[src/rtl/e8m0_pkg.sv]
package e8m0_pkg;
  typedef enum logic [2:0] {
    CLS_ZERO,
    CLS_SUB,
    CLS_NORM,
    CLS_INF,
    CLS_NAN
  } fp_class_e;
endpackage

[src/rtl/e8m0_fp_classify.sv]
module e8m0_fp_classify
  import e8m0_pkg::*;
#(
  parameter int EXP_W = 8,
  parameter int MAN_W = 23
) (
  input  logic [EXP_W-1:0] exp_i,
  input  logic [MAN_W-1:0] man_i,
  output fp_class_e        cls_o,
  output logic             man_nz_o
);
  logic exp_ones, exp_zero;

  assign exp_ones = &exp_i;
  assign exp_zero = ~|exp_i;
  assign man_nz_o = |man_i;

  always_comb begin
    if (exp_ones)      cls_o = man_nz_o ? CLS_NAN : CLS_INF;
    else if (exp_zero) cls_o = man_nz_o ? CLS_SUB : CLS_ZERO;
    else               cls_o = CLS_NORM;
  end
endmodule

[src/rtl/e8m0_lead_one.sv]
module e8m0_lead_one #(
  parameter int W     = 23,
  localparam int POS_W = $clog2(W)
) (
  input  logic [W-1:0]     vec_i,
  output logic [POS_W-1:0] pos_o,
  output logic             single_o
);
  logic [W-1:0] above;
  logic [W-1:0] hit;

  assign above[W-1] = 1'b0;
  for (genvar i = 0; i < W - 1; i++) begin : g_above
    assign above[i] = |vec_i[W-1:i+1];
  end

  for (genvar i = 0; i < W; i++) begin : g_hit
    assign hit[i] = vec_i[i] & ~above[i];
  end

  always_comb begin
    pos_o = '0;
    for (int i = 0; i < W; i++) begin
      if (hit[i]) pos_o = pos_o | POS_W'(i);
    end
  end

  // exactly one bit set: nothing remains once the leading one is removed
  assign single_o = (|vec_i) && ((vec_i & ~hit) == '0);
endmodule

[src/rtl/e8m0_exp_calc.sv]
module e8m0_exp_calc
  import e8m0_pkg::*;
#(
  parameter int EXP_W  = 8,
  parameter int MAN_W  = 23,
  localparam int POS_W = $clog2(MAN_W)
) (
  input  fp_class_e        cls_i,
  input  logic [EXP_W-1:0] exp_i,
  input  logic             man_nz_i,
  input  logic [POS_W-1:0] lead_pos_i,
  input  logic             lead_single_i,
  output logic [EXP_W-1:0] code_o
);
  localparam int BIAS     = (1 << (EXP_W - 1)) - 1;
  localparam int CODE_MAX = (1 << EXP_W) - 2;

  int raw;
  int clamped;

  always_comb begin
    raw = 0;
    unique case (cls_i)
      CLS_NORM: begin
        raw = int'(exp_i);
        // truncation toward zero lifts sub-unity non-powers by one
        if ((int'(exp_i) < BIAS) && man_nz_i) raw = raw + 1;
      end
      CLS_SUB: begin
        raw = int'(lead_pos_i) + 1 - MAN_W;
        if (!lead_single_i) raw = raw + 1;
      end
      default: raw = 0;
    endcase
    if (raw < 0)             clamped = 0;
    else if (raw > CODE_MAX) clamped = CODE_MAX;
    else                     clamped = raw;
  end

  always_comb begin
    unique case (cls_i)
      CLS_NAN:  code_o = '1;
      CLS_INF:  code_o = EXP_W'(CODE_MAX);
      CLS_ZERO: code_o = '0;
      default:  code_o = EXP_W'(clamped);
    endcase
  end
endmodule

[src/rtl/e8m0_scale_enc.sv]
module e8m0_scale_enc
  import e8m0_pkg::*;
#(
  parameter int EXP_W  = 8,
  parameter int MAN_W  = 23,
  localparam int DATA_W = EXP_W + MAN_W + 1,
  localparam int POS_W  = $clog2(MAN_W)
) (
  input  logic              clk_i,
  input  logic              rst_ni,
  input  logic              in_valid_i,
  input  logic [DATA_W-1:0] in_data_i,
  output logic              out_valid_o,
  output logic [EXP_W-1:0]  out_code_o
);
  logic [EXP_W-1:0] exp_f;
  logic [MAN_W-1:0] man_f;
  logic             unused_sign;
  fp_class_e        cls;
  logic             man_nz;
  logic [POS_W-1:0] lead_pos;
  logic             lead_single;
  logic [EXP_W-1:0] code_d;

  assign unused_sign = in_data_i[DATA_W-1];
  assign exp_f       = in_data_i[DATA_W-2:MAN_W];
  assign man_f       = in_data_i[MAN_W-1:0];

  e8m0_fp_classify #(.EXP_W(EXP_W), .MAN_W(MAN_W)) u_classify (
    .exp_i    (exp_f),
    .man_i    (man_f),
    .cls_o    (cls),
    .man_nz_o (man_nz)
  );

  e8m0_lead_one #(.W(MAN_W)) u_lead_one (
    .vec_i    (man_f),
    .pos_o    (lead_pos),
    .single_o (lead_single)
  );

  e8m0_exp_calc #(.EXP_W(EXP_W), .MAN_W(MAN_W)) u_exp_calc (
    .cls_i         (cls),
    .exp_i         (exp_f),
    .man_nz_i      (man_nz),
    .lead_pos_i    (lead_pos),
    .lead_single_i (lead_single),
    .code_o        (code_d)
  );

  always_ff @(posedge clk_i or negedge rst_ni) begin
    if (!rst_ni) begin
      out_valid_o <= 1'b0;
      out_code_o  <= '0;
    end else begin
      out_valid_o <= in_valid_i;
      if (in_valid_i) out_code_o <= code_d;
    end
  end
endmodule

[config.mk]
export PLATFORM = sky130hd
export DESIGN_NAME = e8m0_scale_enc
export DESIGN_NICKNAME = d
export VERILOG_FILES = /design/src/rtl/e8m0_pkg.sv /design/src/rtl/e8m0_fp_classify.sv /design/src/rtl/e8m0_lead_one.sv /design/src/rtl/e8m0_exp_calc.sv /design/src/rtl/e8m0_scale_enc.sv
export SDC_FILE = /design/constraint.sdc
export NUM_CORES = 1
export LEC_CHECK = 0
export CORE_MARGIN = 2
export CORE_UTILIZATION = 30
export CTS_BUF_LIST = sky130_fd_sc_hd__clkbuf_8
export DETAILED_ROUTE_END_ITERATION = 6
export PLACE_DENSITY = 0.54
export SLEW_MARGIN = 20
export SYNTH_ARGS = -nofsm -noshare
export SYNTH_HDL_FRONTEND = slang
export SYNTH_SLANG_ARGS = --single-unit
export TNS_END_PERCENT = 20
[constraint.sdc]
create_clock -name clk_i -period 0.8 [get_ports clk_i]
set_input_delay 0.08 -clock clk_i [delete_from_list [all_inputs] [get_ports clk_i]]
set_output_delay 0.08 -clock clk_i [all_outputs]
set_load 0.01 [all_outputs]
After elaboration in Yosys (flattened, before gate mapping)
Index checks and enable logic that the tools add are counted.

Eq/ne operators: 4. Reduce and logical (&&, ||, !) cells: 28. Add/subtract/negate cells: 4. Muxes and demuxes: 32. Bitwise gates (word level): 46. $lt $le $gt $ge: 3.

Operators by type and width (count): two-way mux 32 bit (2); one-hot mux 32 bit (2 select lines) (1); two-way mux 5 bit (7); adder 32 x 2 -> 32 bit (second input constant) (1); greater-than comparator 32 x 9 -> 1 bit (second input constant) (1); < comparator 32 x 1 -> 1 bit (second input constant) (1); two-way mux 4 bit (8); subtractor 32 x 6 -> 32 bit (second input constant) (1); one-hot mux 8 bit (3 select lines) (1); AND 23 bit (1); zero test 23 bit (1); inverter 23 bit (1); OR reduction 23 bit (1); AND 1 bit (22); inverter 1 bit (22); OR reduction 22 bit (1); two-way mux 3 bit (7); OR reduction 21 bit (1); OR reduction 20 bit (1); OR reduction 19 bit (1); OR reduction 18 bit (1); OR reduction 17 bit (1); two-way mux 8 bit (2); OR reduction 16 bit (1); other kinds (25) (30).

Output and inout port bits: 9. Flip-flop bits (word level): 9.

Longest topological paths before layout
Gate-level depths: netlist (run 1).

Depth after elaboration: 34. Mapped depth: 19. Mapped depth without buffers: 18.

By module
From an unflattened synthesis (run 1), not the netlist that was laid out.

Cell total of the unflattened synthesis: 212. Area, all modules: 1580.3 µm².

Modules (own cells, without submodules): e8m0_exp_calc (instances 1, area each 639.4 µm², cells an instance 97); e8m0_lead_one (instances 1, area each 465.4 µm², cells an instance 78); e8m0_scale_enc (instances 1, area each 356.6 µm², cells an instance 18); e8m0_fp_classify (instances 1, area each 118.9 µm², cells an instance 19).

Worst setup path after synthesis (run 1)
Ideal clock, no wire load.

Path kind: input-to-reg. Start: input port in_data_i[18]. End: register out_code_o[0]. Required time: 0.665 ns. Cell stages on the path: 16. Arrival time: 3.774 ns. Setup slack: -3.108 ns. Path buffers: 1. Path through: or4_1 > buf_2 > nor4_2 > and3_1 > nor3_1 > nand2_1 > ha_1 > inv_1 > and3_1 > a211oi_1 > nor3_1 > or4_1 > nor2b_1 > xnor2_1 > a2111oi_2 > a211oi_1.

Cells in the longest elaborated chain, start to end: 34.

RTL lines: start: declaration (RTL line e8m0_scale_enc.sv:12) `input logic [DATA_W-1:0] in_data_i,`; OR reduction 21 bit (RTL line e8m0_lead_one.sv:14) `assign above[i] = |vec_i[W-1:i+1];`; inverter 1 bit (RTL line e8m0_lead_one.sv:18) `assign hit[i] = vec_i[i] & ~above[i];`; AND 1 bit (RTL line e8m0_lead_one.sv:18); two-way mux 1 bit (RTL line e8m0_lead_one.sv:24) `if (hit[i]) pos_o = pos_o | POS_W'(i);`; two-way mux 2 bit (2 in series) (RTL line e8m0_lead_one.sv:24); two-way mux 3 bit (4 in series) (RTL line e8m0_lead_one.sv:24); two-way mux 4 bit (8 in series) (RTL line e8m0_lead_one.sv:24); two-way mux 5 bit (7 in series) (RTL line e8m0_lead_one.sv:24); adder 5 x 1 -> 6 bit (RTL line e8m0_exp_calc.sv:30) `raw = int'(lead_pos_i) + 1 - MAN_W;`; subtractor 32 x 6 -> 32 bit (RTL line e8m0_exp_calc.sv:30); adder 32 x 2 -> 32 bit (RTL line e8m0_exp_calc.sv:31) `if (!lead_single_i) raw = raw + 1;`; two-way mux 32 bit (RTL line e8m0_exp_calc.sv:31); one-hot mux 32 bit (2 select lines) (RTL line e8m0_exp_calc.sv:23) `unique case (cls_i)`; greater-than comparator 32 x 9 -> 1 bit (RTL line e8m0_exp_calc.sv:36) `else if (raw > CODE_MAX) clamped = CODE_MAX;`; two-way mux 8 bit (RTL line e8m0_exp_calc.sv:36); two-way mux 8 bit (RTL line e8m0_exp_calc.sv:35) `if (raw < 0) clamped = 0;`; one-hot mux 8 bit (3 select lines) (*) (RTL line e8m0_exp_calc.sv:41) `unique case (cls_i)`; end signal: assignment (RTL line e8m0_scale_enc.sv:57) `if (in_valid_i) out_code_o <= code_d;`; end: declaration (RTL line e8m0_scale_enc.sv:14) `output logic [EXP_W-1:0] out_code_o`.

Every way passes the cells marked *; elsewhere a longest branch is shown, timed or not. A chain may end at the register's enable or synchronous reset.

Worst setup path in the final report (run 1)
Start: input port in_data_i[8]. End: register out_code_o[0].

The elaborated chain is that of the path after synthesis.

==> results of run 1 <==
-- timing repair --
| item | in CTS | in global routing |
|---|---|---|
| gates cloned | 0 | 0 |
| resized for setup | 109 | 39 |
| setup buffers | 13 | 6 |
| endpoints found under the setup margin | 17 | 17 |
| endpoints found under the hold margin | 0 | 0 |
| pin swaps | 23 | 21 |
-- worst min-delay path by stage --
| stage | start | endpoint | slack, ps | depth (start not counted) |
|---|---|---|---|---|
| detailed placement | rst_ni | out_code_o[4] | 410 | 1 |
| global placement | rst_ni | out_valid_o | 400 | 1 |
| global route | rst_ni | out_valid_o | 180 | 1 |
| finish | rst_ni | out_code_o[4] | 160 | 1 |
| floorplan | rst_ni | out_code_o[0] | -220 | 0 |
| CTS | rst_ni | out_valid_o | 170 | 1 |
-- where the power goes --
| group | switching [mW] | internal, mW | leakage [nW] | total (mW) |
|---|---|---|---|---|
| sequential | 0.0207 | 0.503 | 0.101 | 0.524 |
| combinational | 0.777 | 0.926 | 1.56 | 1.70 |
| clock | 0.176 | 0.334 | 0.0269 | 0.510 |
| total | 0.974 | 1.76 | 1.69 | 2.74 |
-- through the flow --
stage                     utilization  hold slack [ps]  power [mW]  instances
after floorplan                     -             -216        1.16        261
after global placement          0.580              402        2.08        503
after detailed placement        0.580              409        2.09        503
after CTS                       0.613              169        2.63        520
after global routing            0.636              185        2.91        526
final                           0.636              156        2.74        526
-- flip-flops by register name (all words and copies together) (netlist names) --
register	cells
out_code_o	8
out_valid_o	1
-- cells by family (layout without fill, tap and decap cells) --
logic type | after synthesis | count (layout) | share of synthesized area
AO/OA/AOI/OAI | 93 | 93 | 0.362
XOR/XNOR | 5 | 5 | 0.0237
adder cells (fa/ha/maj) | 10 | 10 | 0.0650
buffers and inverters | 20 | 210 | 0.0420
flip-flops | 9 | 9 | 0.122
multiplexers | 3 | 3 | 0.0169
other | 1 | 1 | 0.00203
AND/OR/NAND/NOR | 120 | 120 | 0.366
-- placed cells by master (no fill, tap or decap), types with 4 or more instances in the layout --
cell,n
sky130_fd_sc_hd__and2_1,4
sky130_fd_sc_hd__a21oi_2,8
sky130_fd_sc_hd__nor3_1,7
sky130_fd_sc_hd__ha_4,4
sky130_fd_sc_hd__nor4_1,7
sky130_fd_sc_hd__or3_1,5
sky130_fd_sc_hd__nand4_1,4
sky130_fd_sc_hd__a21o_1,5
sky130_fd_sc_hd__o21ai_0,9
sky130_fd_sc_hd__dfrtp_1,9
sky130_fd_sc_hd__or4_4,6
sky130_fd_sc_hd__nand3_1,10
sky130_fd_sc_hd__nand2_1,17
sky130_fd_sc_hd__o22a_1,6
sky130_fd_sc_hd__a21oi_1,10
sky130_fd_sc_hd__nor4_4,4
sky130_fd_sc_hd__o31ai_1,4
sky130_fd_sc_hd__and3_1,4
sky130_fd_sc_hd__buf_6,7
sky130_fd_sc_hd__clkbuf_2,6
sky130_fd_sc_hd__inv_1,11
sky130_fd_sc_hd__ha_1,4
sky130_fd_sc_hd__buf_2,12
sky130_fd_sc_hd__clkdlybuf4s50_1,12
sky130_fd_sc_hd__buf_4,147
sky130_fd_sc_hd__or2_2,4
sky130_fd_sc_hd__nor2_1,22
-- cell type report --
| type | instances | share of cell area |
|---|---|---|
| inverters | 14 | 0.0153 |
| flip-flops and latches | 9 | 0.0598 |
| multi-input cells | 232 | 0.496 |
| repair buffers | 192 | 0.392 |
| clock inverters | 1 | 0.000996 |
| well taps | 75 | 0.0249 |
| clock buffers | 3 | 0.0110 |
-- routing by layer --
layer  GRT usage  routed length, um  vias up
met5           0                  0        -
li1            -                  -     1416
met4      0.0467                101        0
met2       0.445               4200       79
met1       0.280               3430     1374
met3      0.0163                233        8
==> impl_metrics.prom, run 1 <==
# TYPE chip_impl_metric gauge
chip_impl_metric{name="layout.cell_area.non_filler",unit="mm^2"} 0.00377
chip_impl_metric{name="dr.first_iter.drc_count",unit=""} 128
chip_impl_metric{name="fin_tns_setup",unit="ps"} -20270
chip_impl_metric{name="routed_via_density",unit=""} 5.47
chip_impl_metric{name="ys_async_sr_fraction",unit=""} 1.00
chip_impl_metric{name="share_of_yosys_cell_area_claimed_by_the_top_area_cell_type",unit=""} 0.122
chip_impl_metric{name="max_clock_freq",unit="MHz"} 298
chip_impl_metric{name="preCtsSetupSlack",unit="ps"} -3280
chip_impl_metric{name="top_level_pins",unit=""} 44
chip_impl_metric{name="syn_inst",unit=""} 261
chip_impl_metric{name="final_layout_size_suffix_gt1_frac",unit=""} 0.537
chip_impl_metric{name="synth_seq_cells",unit=""} 9
chip_impl_metric{name="slew_viol_final",unit=""} 0
chip_impl_metric{name="ff2ff_setup_slack",unit="ps"} 10
chip_impl_info{name="cpLargestDelayFamily",value="simple AND/OR/NAND/NOR gates"} 1
chip_impl_info{name="crit-reg2reg-launch",value="out_code_o[1]"} 1
chip_impl_info{name="dominantRegCellSynth",value="sky130_fd_sc_hd__dfrtp_1"} 1
chip_impl_metric{name="initial_core_util",unit=""} 0.312
chip_impl_metric{name="die_w",unit="um"} 82.5
chip_impl_metric{name="highest_cell_delay_on_the_worst_timing_path",unit="ps"} 550
chip_impl_metric{name="power.leakage",unit="nW"} 1.69
chip_impl_metric{name="grt_antenna_before_repair",unit=""} 0
chip_impl_metric{name="p_per_area",unit="mW/mm^2"} 727
chip_impl_metric{name="route.vias.total",unit=""} 2877
chip_impl_metric{name="grt_start_max_net_pins",unit=""} 12
chip_impl_metric{name="final-seq-area",unit="um^2"} 225
chip_impl_info{name="synthDominantAreaCellType",value="sky130_fd_sc_hd__dfrtp_1"} 1
chip_impl_metric{name="cp.arrival",unit="ps"} 3450
chip_impl_info{name="min_path_type",value="in2async"} 1
chip_impl_metric{name="drt-wirelength-per-cell",unit="um"} 15.1
chip_impl_metric{name="globalRouteOverflowTotal",unit=""} 0
chip_impl_info{name="status",value="complete, but fails checks"} 1
chip_impl_metric{name="grt_first_pass_wirelength",unit="um"} 12500
chip_impl_metric{name="drv.max_cap_violation_count",unit=""} 0
chip_impl_info{name="setup.worst_path.end",value="out_code_o[0]"} 1
chip_impl_metric{name="finalSetupViolations",unit=""} 16
chip_impl_metric{name="routed_wirelength",unit="um"} 7960
chip_impl_metric{name="synth_sequential_area_ratio",unit=""} 0.122
chip_impl_metric{name="post_dp_cell_area",unit="mm^2"} 0.00344
chip_impl_metric{name="h-tree-depth",unit=""} 1
chip_impl_metric{name="worst_skew_pair.late_latency",unit="ps"} 230
chip_impl_info{name="violations",value="setup timing"} 1
chip_impl_info{name="crit-reg2reg-capture",value="out_code_o[1]"} 1
chip_impl_metric{name="detailedRoute.firstPassIterationCount",unit=""} 4
chip_impl_metric{name="core_region_area",unit="mm^2"} 0.00592
chip_impl_metric{name="syn2layout_area_growth",unit="%"} 104
chip_impl_metric{name="cts_made_buffers",unit=""} 3
chip_impl_metric{name="period_utilization",unit=""} 4.19
chip_impl_metric{name="synth_edf_count",unit=""} 0
chip_impl_metric{name="postLayoutSetupSlackWorst",unit="ps"} -2550
chip_impl_metric{name="clk_path_buf_depth",unit=""} 2
chip_impl_metric{name="multi_input_gate_area",unit="mm^2"} 0.00187
chip_impl_metric{name="area_enclosed_by_the_die_boundary",unit="mm^2"} 0.00680
chip_impl_metric{name="number_of_antenna_diodes",unit=""} 0
chip_impl_metric{name="detailed_place_hpwl",unit="um"} 6400
chip_impl_metric{name="drcViolationCount",unit=""} 0
chip_impl_metric{name="crit_cells",unit=""} 17
chip_impl_info{name="synth_area_leaders",value="sky130_fd_sc_hd__dfrtp_1 (12%), sky130_fd_sc_hd__ha_1 (5.4%), sky130_fd_sc_hd__a21oi_1 (5.1%)"} 1
chip_impl_metric{name="final_nets",unit=""} 495
chip_impl_info{name="slowest_stage",value="sky130_fd_sc_hd__or4_4"} 1
chip_impl_metric{name="power.ir.vdd_worst",unit="mV"} 1.20
chip_impl_metric{name="die_h",unit="um"} 82.5
chip_impl_metric{name="final_period_minus_worst_setup_slack",unit="ps"} 3350
chip_impl_metric{name="grt_pass1_vias",unit=""} 2794
chip_impl_metric{name="gr-usage-all-layers",unit=""} 0.232
chip_impl_info{name="setup.worst_path.end_class",value="register"} 1
chip_impl_info{name="clock-root-buffer",value="sky130_fd_sc_hd__clkbuf_8"} 1
chip_impl_metric{name="numPortBuffers",unit=""} 42
chip_impl_metric{name="crit_buf_inv",unit=""} 2
chip_impl_metric{name="critical_path_data_required_time",unit="ps"} 900
chip_impl_metric{name="synth.net_count",unit=""} 304
chip_impl_metric{name="skew",unit="ps"} 0
chip_impl_metric{name="synth.avg_cell_area",unit="um^2"} 7.08
chip_impl_info{name="yosys.cell_count.top_type",value="sky130_fd_sc_hd__nor2_1"} 1
chip_impl_info{name="synth.cells.most_frequent",value="sky130_fd_sc_hd__nor2_1 (25), sky130_fd_sc_hd__a21oi_1 (19), sky130_fd_sc_hd__nand2_1 (18)"} 1
chip_impl_info{name="worstPathCellList",value="buf_6 > or4_4 > nor4_4 > and3_4 > nor3_4 > nand2_2 > ha_4 > nand4_1 > or4_4 > o21ai_2 > or2_4 > inv_4 > ha_4 > a21oi_4 > a31o_4 > a2111oi_4 > a211oi_1"} 1
chip_impl_metric{name="cts.reportedPaths.clkPinSlew",unit="ps"} 50
chip_impl_metric{name="cts_hold_buf",unit=""} 0
chip_impl_metric{name="syn-cell-area",unit="mm^2"} 0.00185
chip_impl_metric{name="fillCellCount",unit=""} 538
chip_impl_metric{name="r2r_cells",unit=""} 2
chip_impl_metric{name="core.rowCount",unit=""} 28
chip_impl_info{name="grt_setup_unrepaired",value="true"} 1
chip_impl_metric{name="yosys_warnings",unit=""} 0
chip_impl_info{name="cp-startpoint",value="in_data_i[8]"} 1
chip_impl_metric{name="route.antenna.remaining_nets",unit=""} 0
chip_impl_metric{name="clkSinkCount",unit=""} 9
chip_impl_metric{name="final_hold_violations",unit=""} 0
chip_impl_info{name="crit_path_start_kind",value="input port"} 1
chip_impl_metric{name="worst-path-max-fanout",unit=""} 5
chip_impl_info{name="critical_path_class",value="in2reg"} 1
chip_impl_info{name="cts_tree",value="built"} 1
chip_impl_metric{name="synth.lib_cells_used.distinct",unit=""} 57
chip_impl_metric{name="gpl.final_weighted_congestion",unit=""} 0.982
Note: power is estimated with default switching activity, not from simulation.
==> inputs of run 2 (changes only) <==
--- a/config.mk
+++ b/config.mk
@@ -9,6 +9,7 @@
 export CORE_UTILIZATION = 30
 export CTS_BUF_LIST = sky130_fd_sc_hd__clkbuf_8
 export DETAILED_ROUTE_END_ITERATION = 6
+export MAX_ROUTING_LAYER = met4
 export PLACE_DENSITY = 0.54
 export SLEW_MARGIN = 20
 export SYNTH_ARGS = -nofsm -noshare
==> run 2 against run 1 <==
Net effect: the flow still finishes with violations (setup timing); combinational power grew 2%; first-iteration DRC count shrank 4.7%; total power grew 1.2%; core utilization shrank 0.25 points; critical path type unchanged; largest cell class unchanged.
==> impl_metrics.prom, run 2 (same netlist as run 1, synthesis figures left out) <==
# TYPE chip_impl_metric gauge
chip_impl_info{name="status",value="complete, but fails checks"} 1
chip_impl_info{name="violations",value="setup timing"} 1
chip_impl_metric{name="power.clock.fraction",unit=""} 0.181
chip_impl_metric{name="final_nets",unit=""} 492
chip_impl_info{name="critical_path_class",value="in2reg"} 1
chip_impl_metric{name="gpl.final_weighted_congestion",unit=""} 0.985
chip_impl_metric{name="power.internal",unit="mW"} 1.80
chip_impl_metric{name="routed_via_density",unit=""} 5.44
chip_impl_metric{name="worst-path-max-fanout",unit=""} 4
chip_impl_info{name="layout.cells.most_common_list",value="sky130_fd_sc_hd__buf_4 (145), sky130_fd_sc_hd__nor2_1 (23), sky130_fd_sc_hd__nand2_1 (17)"} 1
chip_impl_metric{name="p_per_area",unit="mW/mm^2"} 738
chip_impl_info{name="clock-root-buffer",value="sky130_fd_sc_hd__clkbuf_8"} 1
chip_impl_metric{name="detailed_place_hpwl",unit="um"} 6160
chip_impl_metric{name="routed_wirelength",unit="um"} 7740
chip_impl_metric{name="placed_cells_incl_taps",unit=""} 498
chip_impl_metric{name="core.rowCount",unit=""} 28
chip_impl_metric{name="number_of_antenna_diodes",unit=""} 0
chip_impl_metric{name="gr-usage-all-layers",unit=""} 0.236
chip_impl_metric{name="power.leakage",unit="nW"} 1.65
chip_impl_metric{name="dr.first_iter.drc_count",unit=""} 122
chip_impl_metric{name="route.vias.total",unit=""} 2845
chip_impl_info{name="setup.worst_path.end_class",value="register"} 1
chip_impl_info{name="crit_path_start_kind",value="input port"} 1
chip_impl_info{name="grt_setup_unrepaired",value="true"} 1
chip_impl_metric{name="preCtsSetupSlack",unit="ps"} -3310
chip_impl_metric{name="cts_hold_buf",unit=""} 0
chip_impl_metric{name="drv.max_cap_violation_count",unit=""} 0
chip_impl_metric{name="pwr-share-seq",unit=""} 0.189
chip_impl_metric{name="h-tree-depth",unit=""} 1
chip_impl_metric{name="detailedRoute.firstPassIterationCount",unit=""} 4
chip_impl_metric{name="largest_reg_flops",unit=""} 8
chip_impl_metric{name="period_utilization",unit=""} 4.31
chip_impl_metric{name="final_layout_size_suffix_gt1_frac",unit=""} 0.513
chip_impl_metric{name="die_w",unit="um"} 82.5
chip_impl_metric{name="top_level_pins",unit=""} 44
chip_impl_metric{name="numPortBuffers",unit=""} 42
chip_impl_info{name="most_common_cell_after_layout_fill_and_taps_aside",value="sky130_fd_sc_hd__buf_4"} 1
chip_impl_metric{name="drt-wirelength-per-cell",unit="um"} 14.8
chip_impl_metric{name="cp.arrival",unit="ps"} 3540
chip_impl_metric{name="post_dp_cell_area",unit="mm^2"} 0.00340
chip_impl_metric{name="initial_core_util",unit=""} 0.312
chip_impl_metric{name="die_h",unit="um"} 82.5
chip_impl_metric{name="drcViolationCount",unit=""} 0
chip_impl_metric{name="syn2layout_area_growth",unit="%"} 103
chip_impl_metric{name="critical_path_data_required_time",unit="ps"} 890
chip_impl_metric{name="finalSetupViolations",unit=""} 16
chip_impl_metric{name="slew_viol_final",unit=""} 0
chip_impl_metric{name="area_enclosed_by_the_die_boundary",unit="mm^2"} 0.00680
chip_impl_info{name="reg_top3",value="out_code_o (8), out_valid_o (1)"} 1
chip_impl_metric{name="final_hold_violations",unit=""} 0
chip_impl_metric{name="post_layout_nonfiller_instances",unit=""} 523
chip_impl_metric{name="globalRouteOverflowTotal",unit=""} 0
chip_impl_metric{name="skew",unit="ps"} 0
chip_impl_metric{name="grt_start_max_net_pins",unit=""} 12
chip_impl_metric{name="grt_antenna_before_repair",unit=""} 0
chip_impl_metric{name="grt_pass1_vias",unit=""} 2760
chip_impl_info{name="min_path_type",value="in2async"} 1
chip_impl_metric{name="cts_made_buffers",unit=""} 3
chip_impl_info{name="top_register",value="out_code_o"} 1
chip_impl_metric{name="postLayoutSetupSlackWorst",unit="ps"} -2650
chip_impl_metric{name="swShare",unit=""} 0.352
chip_impl_metric{name="core_region_area",unit="mm^2"} 0.00592
chip_impl_metric{name="cts.reportedPaths.clkPinSlew",unit="ps"} 40
chip_impl_metric{name="combPwrFrac",unit=""} 0.630
chip_impl_metric{name="clk_path_buf_depth",unit=""} 2
chip_impl_metric{name="clkSinkCount",unit=""} 9
chip_impl_metric{name="power.ir.vdd_worst",unit="mV"} 1.11
chip_impl_metric{name="net_load_switching_power",unit="mW"} 0.975
chip_impl_metric{name="max_clock_freq",unit="MHz"} 290
chip_impl_metric{name="postLayoutCoreUtil",unit=""} 0.634
chip_impl_metric{name="route.antenna.remaining_nets",unit=""} 0
chip_impl_metric{name="final_period_minus_worst_setup_slack",unit="ps"} 3450
chip_impl_metric{name="fillCellCount",unit=""} 505
chip_impl_info{name="cts_tree",value="built"} 1
chip_impl_metric{name="fin_worst_hold_slack",unit="ps"} 142
chip_impl_metric{name="grt_first_pass_wirelength",unit="um"} 12300
chip_impl_metric{name="worst_skew_pair.late_latency",unit="ps"} 230
chip_impl_metric{name="layout.cell_area.non_filler",unit="mm^2"} 0.00375
==> run 2: cell types whose count changed in the layout (fill, tap and decap cells not counted), sizes merged <==
cell and delta:
dlygate4sd2 +3, dlymetal6s2s -3, clkbuf -4, clkdlybuf4s50 +3, buf -3, clkdlybuf4s15 +1
==> run 2: routing by layer <==
| layer | up-vias | routed length [um] | track usage |
|---|---|---|---|
| li1 | 1419 | - | - |
| met1 | 1320 | 3220 | 0.274 |
| met2 | 92 | 3950 | 0.428 |
| met3 | 14 | 420 | 0.0272 |
| met4 | 0 | 146 | 0.0650 |
| met5 | - | 0 | - |
==> run 2: area by class of cell <==
class	count	area (um^2)	area share
clock buffer	3	41.3	0.0110
clock inverter	1	3.75	0.00100
inverter	14	55.1	0.0147
multi-input combinational	232	1890	0.503
sequential	9	225	0.0600
tap	75	93.8	0.0250
timing repair buffer	189	1450	0.385
==> run 2: power by group through the flow <==
stage / clock network (mW) / logic (mW) / registers (mW)
5_1_grt: 0.540 / 1.89 / 0.531
3_5_place_dp: 0 / 1.55 / 0.533
6_report: 0.502 / 1.74 / 0.524
2_1_floorplan: 0 / 0.608 / 0.556
4_1_cts: 0.516 / 1.63 / 0.525
3_3_place_gp: 0 / 1.54 / 0.530
==> run 2: worst paths after layout <==
path / start / end / slack, ps / depth (start not counted)
setup / recovery: in_data_i[10] / out_code_o[0] / -2650 / 17
setup reg to reg: out_code_o[0] / out_code_o[0] / 0 / 3
hold reg to reg: out_code_o[7] / out_code_o[7] / 490 / 1
max in group asynchronous: rst_ni / out_code_o[0] / 380 / 1
min in group clk_i: out_code_o[7] / out_code_o[7] / 490 / 1
hold / removal: rst_ni / out_code_o[5] / 140 / 1
==> run 2: metrics by stage <==
stage	setup TNS, ps	power (mW)
after CTS	-20580	2.67
after global routing	-22220	2.96
after detailed placement	-27500	2.08
after global placement	-26430	2.07
final	-20850	2.77
after floorplan	-20010	1.16
==> run 2: critical path, cell delays in order <==
cell	delay [ps]
sky130_fd_sc_hd__buf_6	90
sky130_fd_sc_hd__or4_4	550
sky130_fd_sc_hd__nor4_4	380
sky130_fd_sc_hd__and3_4	270
sky130_fd_sc_hd__nor3_4	40
sky130_fd_sc_hd__nand2_2	110
sky130_fd_sc_hd__ha_4	180
sky130_fd_sc_hd__nand4_1	90
sky130_fd_sc_hd__or4_4	510
sky130_fd_sc_hd__o21ai_4	80
sky130_fd_sc_hd__or2_4	140
sky130_fd_sc_hd__inv_2	40
sky130_fd_sc_hd__ha_4	270
sky130_fd_sc_hd__a21oi_4	40
sky130_fd_sc_hd__a31o_4	240
sky130_fd_sc_hd__a2111oi_4	310
sky130_fd_sc_hd__a211oi_2	120
==> run 2: repair_timing <==
item,4_1_cts,5_1_grt
pin swaps,30,24
buffers inserted,16,5
endpoints found under the setup margin,17,17
gates resized for setup,107,24
